==> config.mk <==
export PLATFORM = sky130hd
export DESIGN_NAME = sec_lut_regbank
export DESIGN_NICKNAME = d
export VERILOG_FILES = /design/src/rtl/slr_pkg.sv /design/src/rtl/slr_decode.sv /design/src/rtl/slr_index.sv /design/src/rtl/slr_table.sv /design/src/rtl/sec_lut_regbank.sv
export SDC_FILE = /design/constraint.sdc
export NUM_CORES = 1
export LEC_CHECK = 0
export ABC_AREA = 1
export CAP_MARGIN = 25
export CORE_MARGIN = 2
export CORE_UTILIZATION = 58
export DETAILED_ROUTE_END_ITERATION = 8
export DONT_BUFFER_PORTS = 1
export PLACE_DENSITY = 0.75
export SLEW_MARGIN = 5
export SYNTH_ARGS = -nofsm -noshare
export SYNTH_HDL_FRONTEND = slang
export SYNTH_SLANG_ARGS = --single-unit
==> constraint.sdc <==
create_clock -name clk -period 1.9 [get_ports clk]
set_input_delay 0.19 -clock clk [delete_from_list [all_inputs] [get_ports clk]]
set_output_delay 0.19 -clock clk [all_outputs]
set_load 0.03 [all_outputs]
==> src/rtl/slr_pkg.sv <==
package slr_pkg;

  // Word offsets (byte offset / 4) inside the 4 KiB register window.
  localparam logic [9:0] W_CTRL    = 10'h000;
  localparam logic [9:0] W_NWORDS  = 10'h004;
  localparam logic [9:0] W_BCODE   = 10'h005;
  localparam logic [9:0] W_INDEX   = 10'h006;
  localparam logic [9:0] W_TABLE   = 10'h007;
  localparam logic [9:0] W_IRQEN   = 10'h00A;
  localparam logic [9:0] W_ID_BASE = 10'h3F4;

  // Control register bit positions.
  localparam int CB_RESP = 4;
  localparam int CB_INC  = 8;
  localparam int CB_LOCK = 31;

  typedef enum logic [2:0] {
    SEL_NONE, SEL_CTRL, SEL_NWORDS, SEL_BCODE,
    SEL_INDEX, SEL_TABLE, SEL_IRQEN, SEL_ID
  } sel_e;

  typedef struct packed {
    sel_e       sel;
    logic [3:0] id_slot;
    logic       blocked;
  } dec_t;

  function automatic logic [31:0] lane_mask(input logic [3:0] be);
    logic [31:0] m;
    for (int i = 0; i < 4; i++) m[8*i +: 8] = {8{be[i]}};
    return m;
  endfunction

  function automatic logic [31:0] merge_lanes(input logic [31:0] old_v,
                                              input logic [31:0] new_v,
                                              input logic [31:0] m);
    return (old_v & ~m) | (new_v & m);
  endfunction

endpackage

==> src/rtl/slr_decode.sv <==
module slr_decode
  import slr_pkg::*;
(
  input  logic [11:0] addr,
  input  logic        nonsec,
  output dec_t        dec
);
  logic [9:0] word;
  assign word = addr[11:2];

  always_comb begin
    dec = '{sel: SEL_NONE, id_slot: 4'd0, blocked: 1'b0};
    dec.blocked = nonsec && (word < W_ID_BASE);
    case (word)
      W_CTRL:   dec.sel = SEL_CTRL;
      W_NWORDS: dec.sel = SEL_NWORDS;
      W_BCODE:  dec.sel = SEL_BCODE;
      W_INDEX:  dec.sel = SEL_INDEX;
      W_TABLE:  dec.sel = SEL_TABLE;
      W_IRQEN:  dec.sel = SEL_IRQEN;
      default: begin
        if (word >= W_ID_BASE) begin
          dec.sel     = SEL_ID;
          dec.id_slot = 4'(word - W_ID_BASE);
        end
      end
    endcase
  end
endmodule

==> src/rtl/slr_index.sv <==
module slr_index #(
  parameter int NUM_WORDS = 4,
  parameter int IDXW      = 2
) (
  input  logic            clk,
  input  logic            rst_n,
  input  logic            load,
  input  logic [31:0]     load_val,
  input  logic            step,
  output logic [IDXW-1:0] idx
);
  logic [31:0]     reduced;
  logic [IDXW-1:0] next_up;

  assign reduced = load_val % 32'(NUM_WORDS);
  assign next_up = (idx == IDXW'(NUM_WORDS - 1)) ? '0 : idx + 1'b1;

  always_ff @(posedge clk or negedge rst_n) begin
    if (!rst_n)    idx <= '0;
    else if (load) idx <= reduced[IDXW-1:0];
    else if (step) idx <= next_up;
  end
endmodule

==> src/rtl/slr_table.sv <==
module slr_table #(
  parameter int NUM_WORDS = 4,
  parameter int IDXW      = 2
) (
  input  logic            clk,
  input  logic            rst_n,
  input  logic            wr_en,
  input  logic [IDXW-1:0] wr_idx,
  input  logic [31:0]     wr_data,
  input  logic [IDXW-1:0] rd_idx_a,
  output logic [31:0]     rd_data_a,
  input  logic [IDXW-1:0] rd_idx_b,
  output logic [31:0]     rd_data_b
);
  logic [31:0] flat [NUM_WORDS];

  for (genvar g = 0; g < NUM_WORDS; g++) begin : g_word
    logic [31:0] w_q;
    always_ff @(posedge clk or negedge rst_n) begin
      if (!rst_n)                              w_q <= '0;
      else if (wr_en && wr_idx == IDXW'(g))    w_q <= wr_data;
    end
    assign flat[g] = w_q;
  end

  always_comb begin
    rd_data_a = '0;
    rd_data_b = '0;
    for (int i = 0; i < NUM_WORDS; i++) begin
      if (rd_idx_a == IDXW'(i)) rd_data_a = flat[i];
      if (rd_idx_b == IDXW'(i)) rd_data_b = flat[i];
    end
  end
endmodule

==> src/rtl/sec_lut_regbank.sv <==
module sec_lut_regbank
  import slr_pkg::*;
#(
  parameter int          NUM_WORDS = 4,
  parameter int          BLK_CODE  = 7,
  parameter logic [95:0] ID_BYTES  = 96'h5AE107C3_004B9231_00000002,
  localparam int         IDXW      = (NUM_WORDS > 1) ? $clog2(NUM_WORDS) : 1
) (
  input  logic            clk,
  input  logic            rst_n,
  input  logic            req_valid,
  input  logic            req_write,
  input  logic            req_nonsec,
  input  logic [11:0]     req_addr,
  input  logic [3:0]      req_be,
  input  logic [31:0]     req_wdata,
  output logic            rsp_valid,
  output logic [31:0]     rsp_rdata,
  input  logic [IDXW-1:0] lk_idx,
  output logic [31:0]     lk_word,
  output logic            err_resp_o,
  output logic            lockdown_o,
  output logic            irq_en_o
);
  dec_t            dec;
  logic [31:0]     mask;
  logic            full_word, acc, wr, rd;
  logic            resp_q, inc_q, lock_q, irq_en_q;
  logic [31:0]     ctrl_word, ctrl_next, cur_word, rmux;
  logic [IDXW-1:0] idx_q;
  logic            idx_load, idx_step, tbl_we;
  logic [31:0]     idx_merged, tbl_merged;

  slr_decode u_dec (.addr(req_addr), .nonsec(req_nonsec), .dec(dec));

  assign mask      = lane_mask(req_be);
  assign full_word = (req_be == 4'hF);
  assign acc       = req_valid && !dec.blocked;
  assign wr        = acc && req_write;
  assign rd        = acc && !req_write;

  always_comb begin
    ctrl_word          = '0;
    ctrl_word[CB_RESP] = resp_q;
    ctrl_word[CB_INC]  = inc_q;
    ctrl_word[CB_LOCK] = lock_q;
  end
  assign ctrl_next = merge_lanes(ctrl_word, req_wdata, mask);

  always_ff @(posedge clk or negedge rst_n) begin
    if (!rst_n) begin
      resp_q   <= 1'b0;
      inc_q    <= 1'b1;
      lock_q   <= 1'b0;
      irq_en_q <= 1'b1;
    end else if (wr && !lock_q) begin
      if (dec.sel == SEL_CTRL) begin
        resp_q <= ctrl_next[CB_RESP];
        inc_q  <= ctrl_next[CB_INC];
        lock_q <= ctrl_next[CB_LOCK];
      end
      if (dec.sel == SEL_IRQEN) irq_en_q <= req_wdata[0] & mask[0];
    end
  end

  // Index pointer
  assign idx_merged = merge_lanes(32'(idx_q), req_wdata, mask);
  assign idx_load   = wr && (dec.sel == SEL_INDEX);
  assign idx_step   = acc && (dec.sel == SEL_TABLE) && full_word && inc_q &&
                      (!req_write || !lock_q);

  slr_index #(.NUM_WORDS(NUM_WORDS), .IDXW(IDXW)) u_idx (
    .clk(clk), .rst_n(rst_n), .load(idx_load), .load_val(idx_merged),
    .step(idx_step), .idx(idx_q)
  );

  // Lookup table
  assign tbl_we     = wr && (dec.sel == SEL_TABLE) && !lock_q;
  assign tbl_merged = merge_lanes(cur_word, req_wdata, mask);

  slr_table #(.NUM_WORDS(NUM_WORDS), .IDXW(IDXW)) u_tbl (
    .clk(clk), .rst_n(rst_n), .wr_en(tbl_we), .wr_idx(idx_q),
    .wr_data(tbl_merged), .rd_idx_a(idx_q), .rd_data_a(cur_word),
    .rd_idx_b(lk_idx), .rd_data_b(lk_word)
  );

  // Read mux and response
  always_comb begin
    case (dec.sel)
      SEL_CTRL:   rmux = ctrl_word;
      SEL_NWORDS: rmux = 32'(NUM_WORDS - 1);
      SEL_BCODE:  rmux = 32'(BLK_CODE);
      SEL_INDEX:  rmux = 32'(idx_q);
      SEL_TABLE:  rmux = cur_word;
      SEL_IRQEN:  rmux = {31'b0, irq_en_q};
      SEL_ID:     rmux = {24'b0, ID_BYTES[{dec.id_slot, 3'b000} +: 8]};
      default:    rmux = '0;
    endcase
  end

  always_ff @(posedge clk or negedge rst_n) begin
    if (!rst_n) begin
      rsp_valid <= 1'b0;
      rsp_rdata <= '0;
    end else begin
      rsp_valid <= req_valid;
      rsp_rdata <= rd ? (rmux & mask) : '0;
    end
  end

  assign err_resp_o = resp_q;
  assign lockdown_o = lock_q;
  assign irq_en_o   = irq_en_q;
endmodule

Word-level counts from Yosys, hierarchy flattened
Cells that the tools add are included.
{ "word_totals": {"output_inout_bits": 68, "register_bits": 167} }
{ "classes": {"n_bitwise": 10, "order_cmp": 2, "shift": 1, "n_eq_ne": 19, "n_reduce_logical": 27, "n_addsub": 2, "n_mux": 16} }
{ "op_table": {"columns": ["op", "n"], "rows": [
  ["$mux 32", 9],
  ["$pmux 32 s7", 1],
  ["$and 32x32->32", 4],
  ["$shiftx 96x8->8 const A", 1],
  ["$or 32x32->32", 2],
  ["$eq 10x3->1 const B", 4],
  ["$not 32->32", 1],
  ["$pmux 3 s6", 1],
  ["$logic_and 1x1->1", 16],
  ["$eq 3x3->1 const B", 4],
  ["$eq 10x4->1 const B", 1],
  ["$ge 10x10->1 const B", 1],
  ["$logic_not 10->1", 1],
  ["$lt 10x10->1 const B", 1],
  ["$eq 2x2->1 const B", 4],
  ["$mux 7", 1],
  ["$eq 3x2->1 const B", 2],
  ["$mux 2", 3],
  ["$reduce_or 6->1", 1],
  ["$eq 2x1->1 const B", 2],
  ["$eq 4x4->1 const B", 1],
  ["$logic_not 2->1", 2],
  ["$mux 4", 1],
  ["$reduce_and 2->1", 2],
  ["9 further kinds", 11]
]} }

Depth between registers and ports, before layout
Gate-level depths: netlist (run 1).
{ "depth": {"word_depth": 10, "mapped_depth": 15, "depth_no_buf": 14} }

Modules after synthesis
From an unflattened synthesis (run 1), not the netlist that was laid out.
{ "hier_totals": {"hier_cells": 1201, "hier_area_um2": 9034.9} }
{ "by_module_without_submodules": {"columns": ["module", "cells_each", "seq_area_each_um2", "area_per_inst_um2", "instances"], "rows": [
  ["slr_table", 818, 3203.1, 6451.2, 1],
  ["sec_lut_regbank", 325, 928.4, 2245.9, 1],
  ["slr_decode", 42, 0.0, 220.2, 1],
  ["slr_index", 16, 50.0, 117.6, 1]
]} }

Worst setup path before layout (run 1)
Ideal clock, no wire load.
{ "synth_timing": {"kind": "register to register", "startpoint": "register with a tool-made name", "endpoint": "register u_tbl.g_word[0].w_q[1]", "setup_ns": 0.076, "path_stages_with_launch": 11, "arrival_time_ns": 1.760, "setup_slack_ns": 0.063, "n_path_buf": 2, "t_required_ns": 1.824, "cell_sequence": "dfrtp_1 > inv_1 > ha_1 > clkbuf_1 > clkbuf_1 > a21oi_1 > nand2_1 > o21ai_0 > o21ai_0 > inv_1 > o21ai_1"} }
{ "synth_lines": {"columns": ["item", "line_no", "text"], "rows": [
  ["to (signal assigned)", "slr_table.sv:21", "else if (wr_en && wr_idx == IDXW'(g)) w_q <= wr_data;"],
  ["to (decl)", "slr_table.sv:18", "logic [31:0] w_q;"]
]} }

==> results of run 1 <==
registers in the layout, summed over array words and instances, names as in the netlist, named ones only:
signal	count
u_tbl.g_word.w_q	128
rsp_rdata	32
irq_en_o	1
rsp_valid	1
worst max-delay path by stage:
stage / from / to / slack, ns / cells past startpoint
after floorplan: register / u_tbl.g_word[0].w_q[1] / 0.06 / 10
after global placement: register / rsp_rdata[3] / 0.02 / 13
after detailed placement: register / u_tbl.g_word[3].w_q[24] / -0.04 / 11
after CTS: register / u_tbl.g_word[2].w_q[18] / -0.02 / 12
after global routing: register / u_tbl.g_word[2].w_q[16] / -0.09 / 12
final: register / u_tbl.g_word[3].w_q[14] / 0.04 / 12
final cells by class:
class / count / area [sq um]
clock buffer: 19 / 453
tap: 184 / 230
multi-input combinational: 824 / 4220
sequential: 167 / 4180
inverter: 78 / 293
fill: 1105 / 3940
clock inverter: 9 / 129
timing repair buffer: 125 / 1200
logic make-up (layout without fill, tap and decap cells):
logic type / after synthesis / count (layout) / synth area share, %
adder cells (fa/ha/maj): 11 / 11 / 1.58
buffers and inverters: 144 / 231 / 6.63
flip-flops: 167 / 167 / 47.9
AO/OA/AOI/OAI: 306 / 306 / 19.0
multiplexers: 3 / 3 / 0.344
AND/OR/NAND/NOR: 504 / 504 / 24.5
routing by layer:
metal  share of wire (%)  GRT usage, %  vias up
met5                   0             0        -
met4                 1.6          12.0        0
met3                 8.5          6.92       48
met2                  48          49.5      448
met1                  42          44.0     4008
li1                    -             -     3929
cell usage in the layout (no fill, tap or decap), drive strengths merged:
master       Yosys  routed
a21oi           45      45
a221oi           2       2
a22oi            5       5
and2             2       2
buf             33      90
bufinv           0       3
clkbuf          33      20
clkinv           0       4
clkinvlp         0       2
dfrtp          165     165
dfstp            2       2
dlygate4sd3      0      34
ha              11      11
inv             78      78
mux2i            3       3
nand2          378     378
nand3           57      57
nand4            5       5
nor2            53      53
nor3             9       9
o2111ai         29      29
o211ai           1       1
o21ai          224     224
timing repair:
action,CTS,global route
pin swaps,0,32
resized for setup,20,115
endpoints found under the hold margin,196,225
hold buffers,14,20
setup buffers,0,0
setup endpoints to repair,55,138
cloned,0,2
power groups by stage:
stage                     Combinational (mW)  Sequential [mW]  Clock (mW)
after global routing                   0.364             3.56        3.69
after global placement                 0.228             3.63           0
after floorplan                        0.166             3.63           0
after detailed placement               0.232             3.63           0
after CTS                              0.262             3.56        3.53
final                                  0.341             3.56        3.51
metrics by stage:
stage                     power, mW  hold slack, ns  setup slack (ns)
final                          7.41          -0.546            0.0388
after global routing           7.62          -0.568           -0.0874
after CTS                      7.35          -0.567           -0.0169
after detailed placement       3.86         -0.0987           -0.0415
after global placement         3.85         -0.0974            0.0214
after floorplan                3.79          -0.106            0.0634
==> impl_metrics.json, run 1 <==
{
  "status": "finished, violations left",
  "violations": "negative hold slack",
  "fmax_mhz": 537,
  "ys_ff_latch": 167,
  "ios": 123,
  "netlist_instances": 1135,
  "ir_worst_vdd_mv": 0.660,
  "slew_headroom_pct": 49.0,
  "r2r_slack_ns": 0.04,
  "grt_pass1_vias": 7882,
  "synth.top_cell.area_share_pct": 47.3,
  "startpoint_type": "register",
  "routed_wl_microns": 25800,
  "hold_ws_ns": -0.546,
  "hold_violations": 182,
  "syn_to_final_growth_pct": 22.5,
  "final_cell_area_sq_mm": 0.0107,
  "clk_pin_slew_ns": 0.06,
  "clk_latency_ns": 0.44,
  "path_class": "register to register",
  "ys_seq_area_share_pct": 47.9,
  "r2r_end": "u_tbl.g_word[3].w_q[14]",
  "seqPwrFrac_pct": 48.0,
  "arrival_ns": 2.22,
  "critPathBufInv": 3,
  "finalCriticalPeriod_ns": 1.86,
  "ys_warn_count": 0,
  "path_max_fanout": 16,
  "dp_hpwl_microns": 15900,
  "synth_area_leaders": "dfrtp_1 47%, nand2_1 16%, o21ai_1 7.4%, o21ai_0 5.4%, inv_1 3.1%",
  "maxSlewViolCount": 0,
  "crit_top_cell": "nand2_1",
  "yosysUniqueCellTypes": 31,
  "syn-mean-instance-area_sq_um": 7.70,
  "grt_max_degree": 168,
  "slowest_delay_ns": 0.39,
  "port_buffers": 0,
  "drt-initial-drc-count": 956,
  "yosys-top-cells-count": "369 x nand2_1, 165 x dfrtp_1, 129 x o21ai_1, 95 x o21ai_0, 73 x inv_1",
  "power_density_mw_per_mm2": 693,
  "pwr-share-comb_pct": 4.6,
  "dr.pass1.iters": 5,
  "grt_pass1_wl_microns": 40100,
  "critPathCaptureType": "register",
  "die_w_microns": 127,
  "setup_violations": 0,
  "skew_ns": 0.0141,
  "clock-root-buffer": "clkbuf_16",
  "rows": 44,
  "gp_congestion": 0.927,
  "pwr-share-clk_pct": 47.4,
  "cts_htree_levels": 4,
  "avgRoutedWirePerCell_microns": 18.4,
  "cellInternalPower_mw": 5.77,
  "synth_edf_count": 0,
  "worst_slew_pin_slew_ns": 0.764,
  "reg2reg_depth": 12,
  "p_leak_nw": 4.92,
  "drive_gt1_share_pct": 16.8,
  "dpl.cell_count": 1342,
  "fin_cells": 1406,
  "fin_util_pct": 73.1,
  "cts_inserted_buffers": 17,
  "die_area_sq_mm": 0.0161,
  "vias": 8433,
  "min_period_over_period_pct": 98.0,
  "coreArea_sq_mm": 0.0146,
  "cpMaxStageDelayCell": "dfrtp_1",
  "num_antenna_cells": 0,
  "nets": 1279,
  "start_util_pct": 59.7,
  "antenna_found_initial": 0,
  "clockBufferDepth": 2,
  "synth_fp_nets": 1201,
  "yosys.area.top_type": "dfrtp_1",
  "net-switching-power_mw": 1.64,
  "drv_cap": 0,
  "cts.sinks": 167,
  "async_flop_share_pct": 100,
  "crit_path_cell_trace": "inv_2 > ha_4 > inv_1 > nand2_4 > buf_12 > o21ai_0 > nand2_1 > nand2_1 > o21ai_0 > nand2_1 > o21ai_2 > o21ai_1",
  "cts_tree": "built",
  "drc": 0,
  "syn-cell-area_sq_mm": 0.00874,
  "swShare_pct": 22.1,
  "synth_top_flop_cell": "dfrtp_1",
  "crit_family": "compound AO/OA/AOI/OAI gates",
  "grt-ovfl-total": 0,
  "place_area_sq_mm": 0.00946,
  "fp.dieH_microns": 127,
  "synth_most_common_cell": "nand2_1",
  "viasPerCell": 6.00,
  "grt_usage_pct": 31.7,
  "timing.setup.tns_ns": 0,
  "hold_path_class": "input pin to asynchronous set/reset pin",
  "critical_path_required_ns": 2.26,
  "ant_nets": 0
}
Note: power is estimated with default switching activity, not from simulation.
==> run 2: changes to the inputs <==
--- a/config.mk
+++ b/config.mk
@@ -10,6 +10,6 @@
 export CORE_MARGIN = 2
-export CORE_UTILIZATION = 58
+export CORE_UTILIZATION = 64
 export DETAILED_ROUTE_END_ITERATION = 8
 export DONT_BUFFER_PORTS = 1
-export PLACE_DENSITY = 0.75
+export PLACE_DENSITY = 0.79
 export SLEW_MARGIN = 5
==> constraint.sdc (replaced) <==
create_clock -name clk -period 2.1 [get_ports clk]
set_input_delay 0.105 -clock clk [delete_from_list [all_inputs] [get_ports clk]]
set_output_delay 0.105 -clock clk [all_outputs]
set_load 0.03 [all_outputs]
==> impl_metrics.json, run 2 (same netlist as run 1, synthesis figures left out) <==
{
  "status": "finished, violations left",
  "violations": "negative hold slack",
  "min_period_over_period_pct": 98.5,
  "start_util_pct": 65.7,
  "final_cell_area_sq_mm": 0.0103,
  "clock-root-buffer": "clkbuf_16",
  "largest_reg_flops": 128,
  "fin_cells": 1382,
  "hold_violations": 167,
  "use_met3_pct": 6.98,
  "coreArea_sq_mm": 0.0133,
  "path_class": "register to register",
  "met2_usage_pct": 55.1,
  "drv_cap": 0,
  "timing.setup.tns_ns": 0,
  "rows": 42,
  "gp_congestion": 0.895,
  "fp.dieH_microns": 121,
  "slowest_delay_ns": 0.45,
  "worst_slew_pin_slew_ns": 0.727,
  "ios": 123,
  "crit_family": "compound AO/OA/AOI/OAI gates",
  "grt_usage_pct": 35.3,
  "cts_htree_levels": 4,
  "syn_to_final_growth_pct": 18.2,
  "crit_path_cell_trace": "inv_2 > ha_1 > nand2_1 > buf_4 > o21ai_0 > nand2_1 > nand2_1 > o21ai_0 > nand2_1 > o21ai_2 > o21ai_1",
  "fmax_mhz": 484,
  "dpl.cell_count": 1304,
  "layout_common_cells": "368 x nand2_1, 163 x dfrtp_1, 147 x o21ai_1",
  "mostFrequentLayoutCell": "nand2_1",
  "hold_ws_ns": -0.628,
  "clk_pin_slew_ns": 0.07,
  "die_w_microns": 121,
  "routed_wl_microns": 25000,
  "cts_tree": "built",
  "arrival_ns": 2.43,
  "critPathBufInv": 2,
  "r2r_slack_ns": 0.03,
  "cts_inserted_buffers": 17,
  "cts.sinks": 167,
  "drc": 0,
  "grt-ovfl-total": 0,
  "vias": 8453,
  "path_max_fanout": 12,
  "p_leak_nw": 4.73,
  "startpoint_type": "register",
  "skew_ns": 0.0112,
  "crit_top_cell": "nand2_1",
  "grt.met1_usage_pct": 48.6,
  "grt.busiest_layer": "met2",
  "clockBufferDepth": 2,
  "hold_path_class": "input pin to asynchronous set/reset pin",
  "cpMaxStageDelayCell": "dfrtp_2",
  "viasPerCell": 6.12,
  "slew_headroom_pct": 51.5,
  "ant_nets": 0,
  "dp_hpwl_microns": 15100,
  "largest_register": "u_tbl.g_word.w_q",
  "die_area_sq_mm": 0.0146,
  "dr.pass1.iters": 6,
  "antenna_found_initial": 0,
  "grt_max_degree": 168,
  "nets": 1259,
  "grt_pass1_vias": 8023,
  "critPathCaptureType": "register",
  "avgRoutedWirePerCell_microns": 18.1,
  "num_antenna_cells": 0,
  "setup_violations": 0,
  "power_density_mw_per_mm2": 623,
  "grt_pass1_wl_microns": 40100,
  "finalCriticalPeriod_ns": 2.07,
  "critical_path_required_ns": 2.46,
  "place_area_sq_mm": 0.00925,
  "top_regs": "u_tbl.g_word.w_q (128), rsp_rdata (32)",
  "ir_worst_vdd_mv": 0.556,
  "drt-initial-drc-count": 1262,
  "maxSlewViolCount": 0,
  "clk_latency_ns": 0.44,
  "p_total_mw": 6.43,
  "drive_gt1_share_pct": 12.1,
  "port_buffers": 0,
  "fin_util_pct": 77.7
}
run 2: worst paths after layout:
kind	startpoint	endpoint	cells after the start
worst max-delay path	register	u_tbl.g_word[1].w_q[22]	11
worst min-delay path	rst_n	u_tbl.g_word[0].w_q[6]	0
worst max register to register	register	u_tbl.g_word[1].w_q[22]	11
worst min register to register	u_tbl.g_word[0].w_q[6]	u_tbl.g_word[0].w_q[6]	2
max in group asynchronous	rst_n	irq_en_o	0
min in group clk	req_wdata[11]	u_tbl.g_word[2].w_q[11]	2
run 2: worst register-to-register path, cell delays in order (launching register included):
cell	delay [ns]
dfrtp_2	0.45
inv_2	0.09
ha_1	0.17
nand2_1	0.12
buf_4	0.22
o21ai_0	0.26
nand2_1	0.09
nand2_1	0.07
o21ai_0	0.11
nand2_1	0.11
o21ai_2	0.11
o21ai_1	0.19
run 2: metal layers:
layer / up-vias / share of wire, % / wire length, microns
met3: 80 / 10 / 2540
met2: 535 / 48 / 12000
met1: 3953 / 39 / 9820
li1: 3885 / - / -
met4: 0 / 2.8 / 700
met5: - / 0 / 0
run 2: power breakdown:
| part | switching, mW | internal [mW] |
|---|---|---|
| clock | 1.37 | 1.54 |
| combinational | 0.195 | 0.105 |
| sequential | 0.00249 | 3.22 |
run 2: stage by stage:
stage / setup WS [ns] / hold WS [ns]
after floorplan: 0.263 / -0.191
after global placement: 0.0510 / -0.185
after detailed placement: 0.0269 / -0.185
after CTS: 0.0433 / -0.646
after global routing: -0.102 / -0.643
final: 0.0318 / -0.628
run 2: final cells by class:
type | count | area, sq um
clock buffers | 18 | 429
multi-input cells | 824 | 4050
well taps | 176 | 220
fillers | 943 | 2970
repair buffers | 105 | 1030
clock inverters | 14 | 119
inverters | 78 | 293
flip-flops and latches | 167 | 4180
run 2: repair_timing:
| action | CTS | global route |
|---|---|---|
| resized for setup | 0 | 52 |
| hold buffers | 25 | 17 |
| setup endpoints to repair | 0 | 133 |
| buffers inserted | 0 | 4 |
| hold endpoints to repair | 232 | 232 |
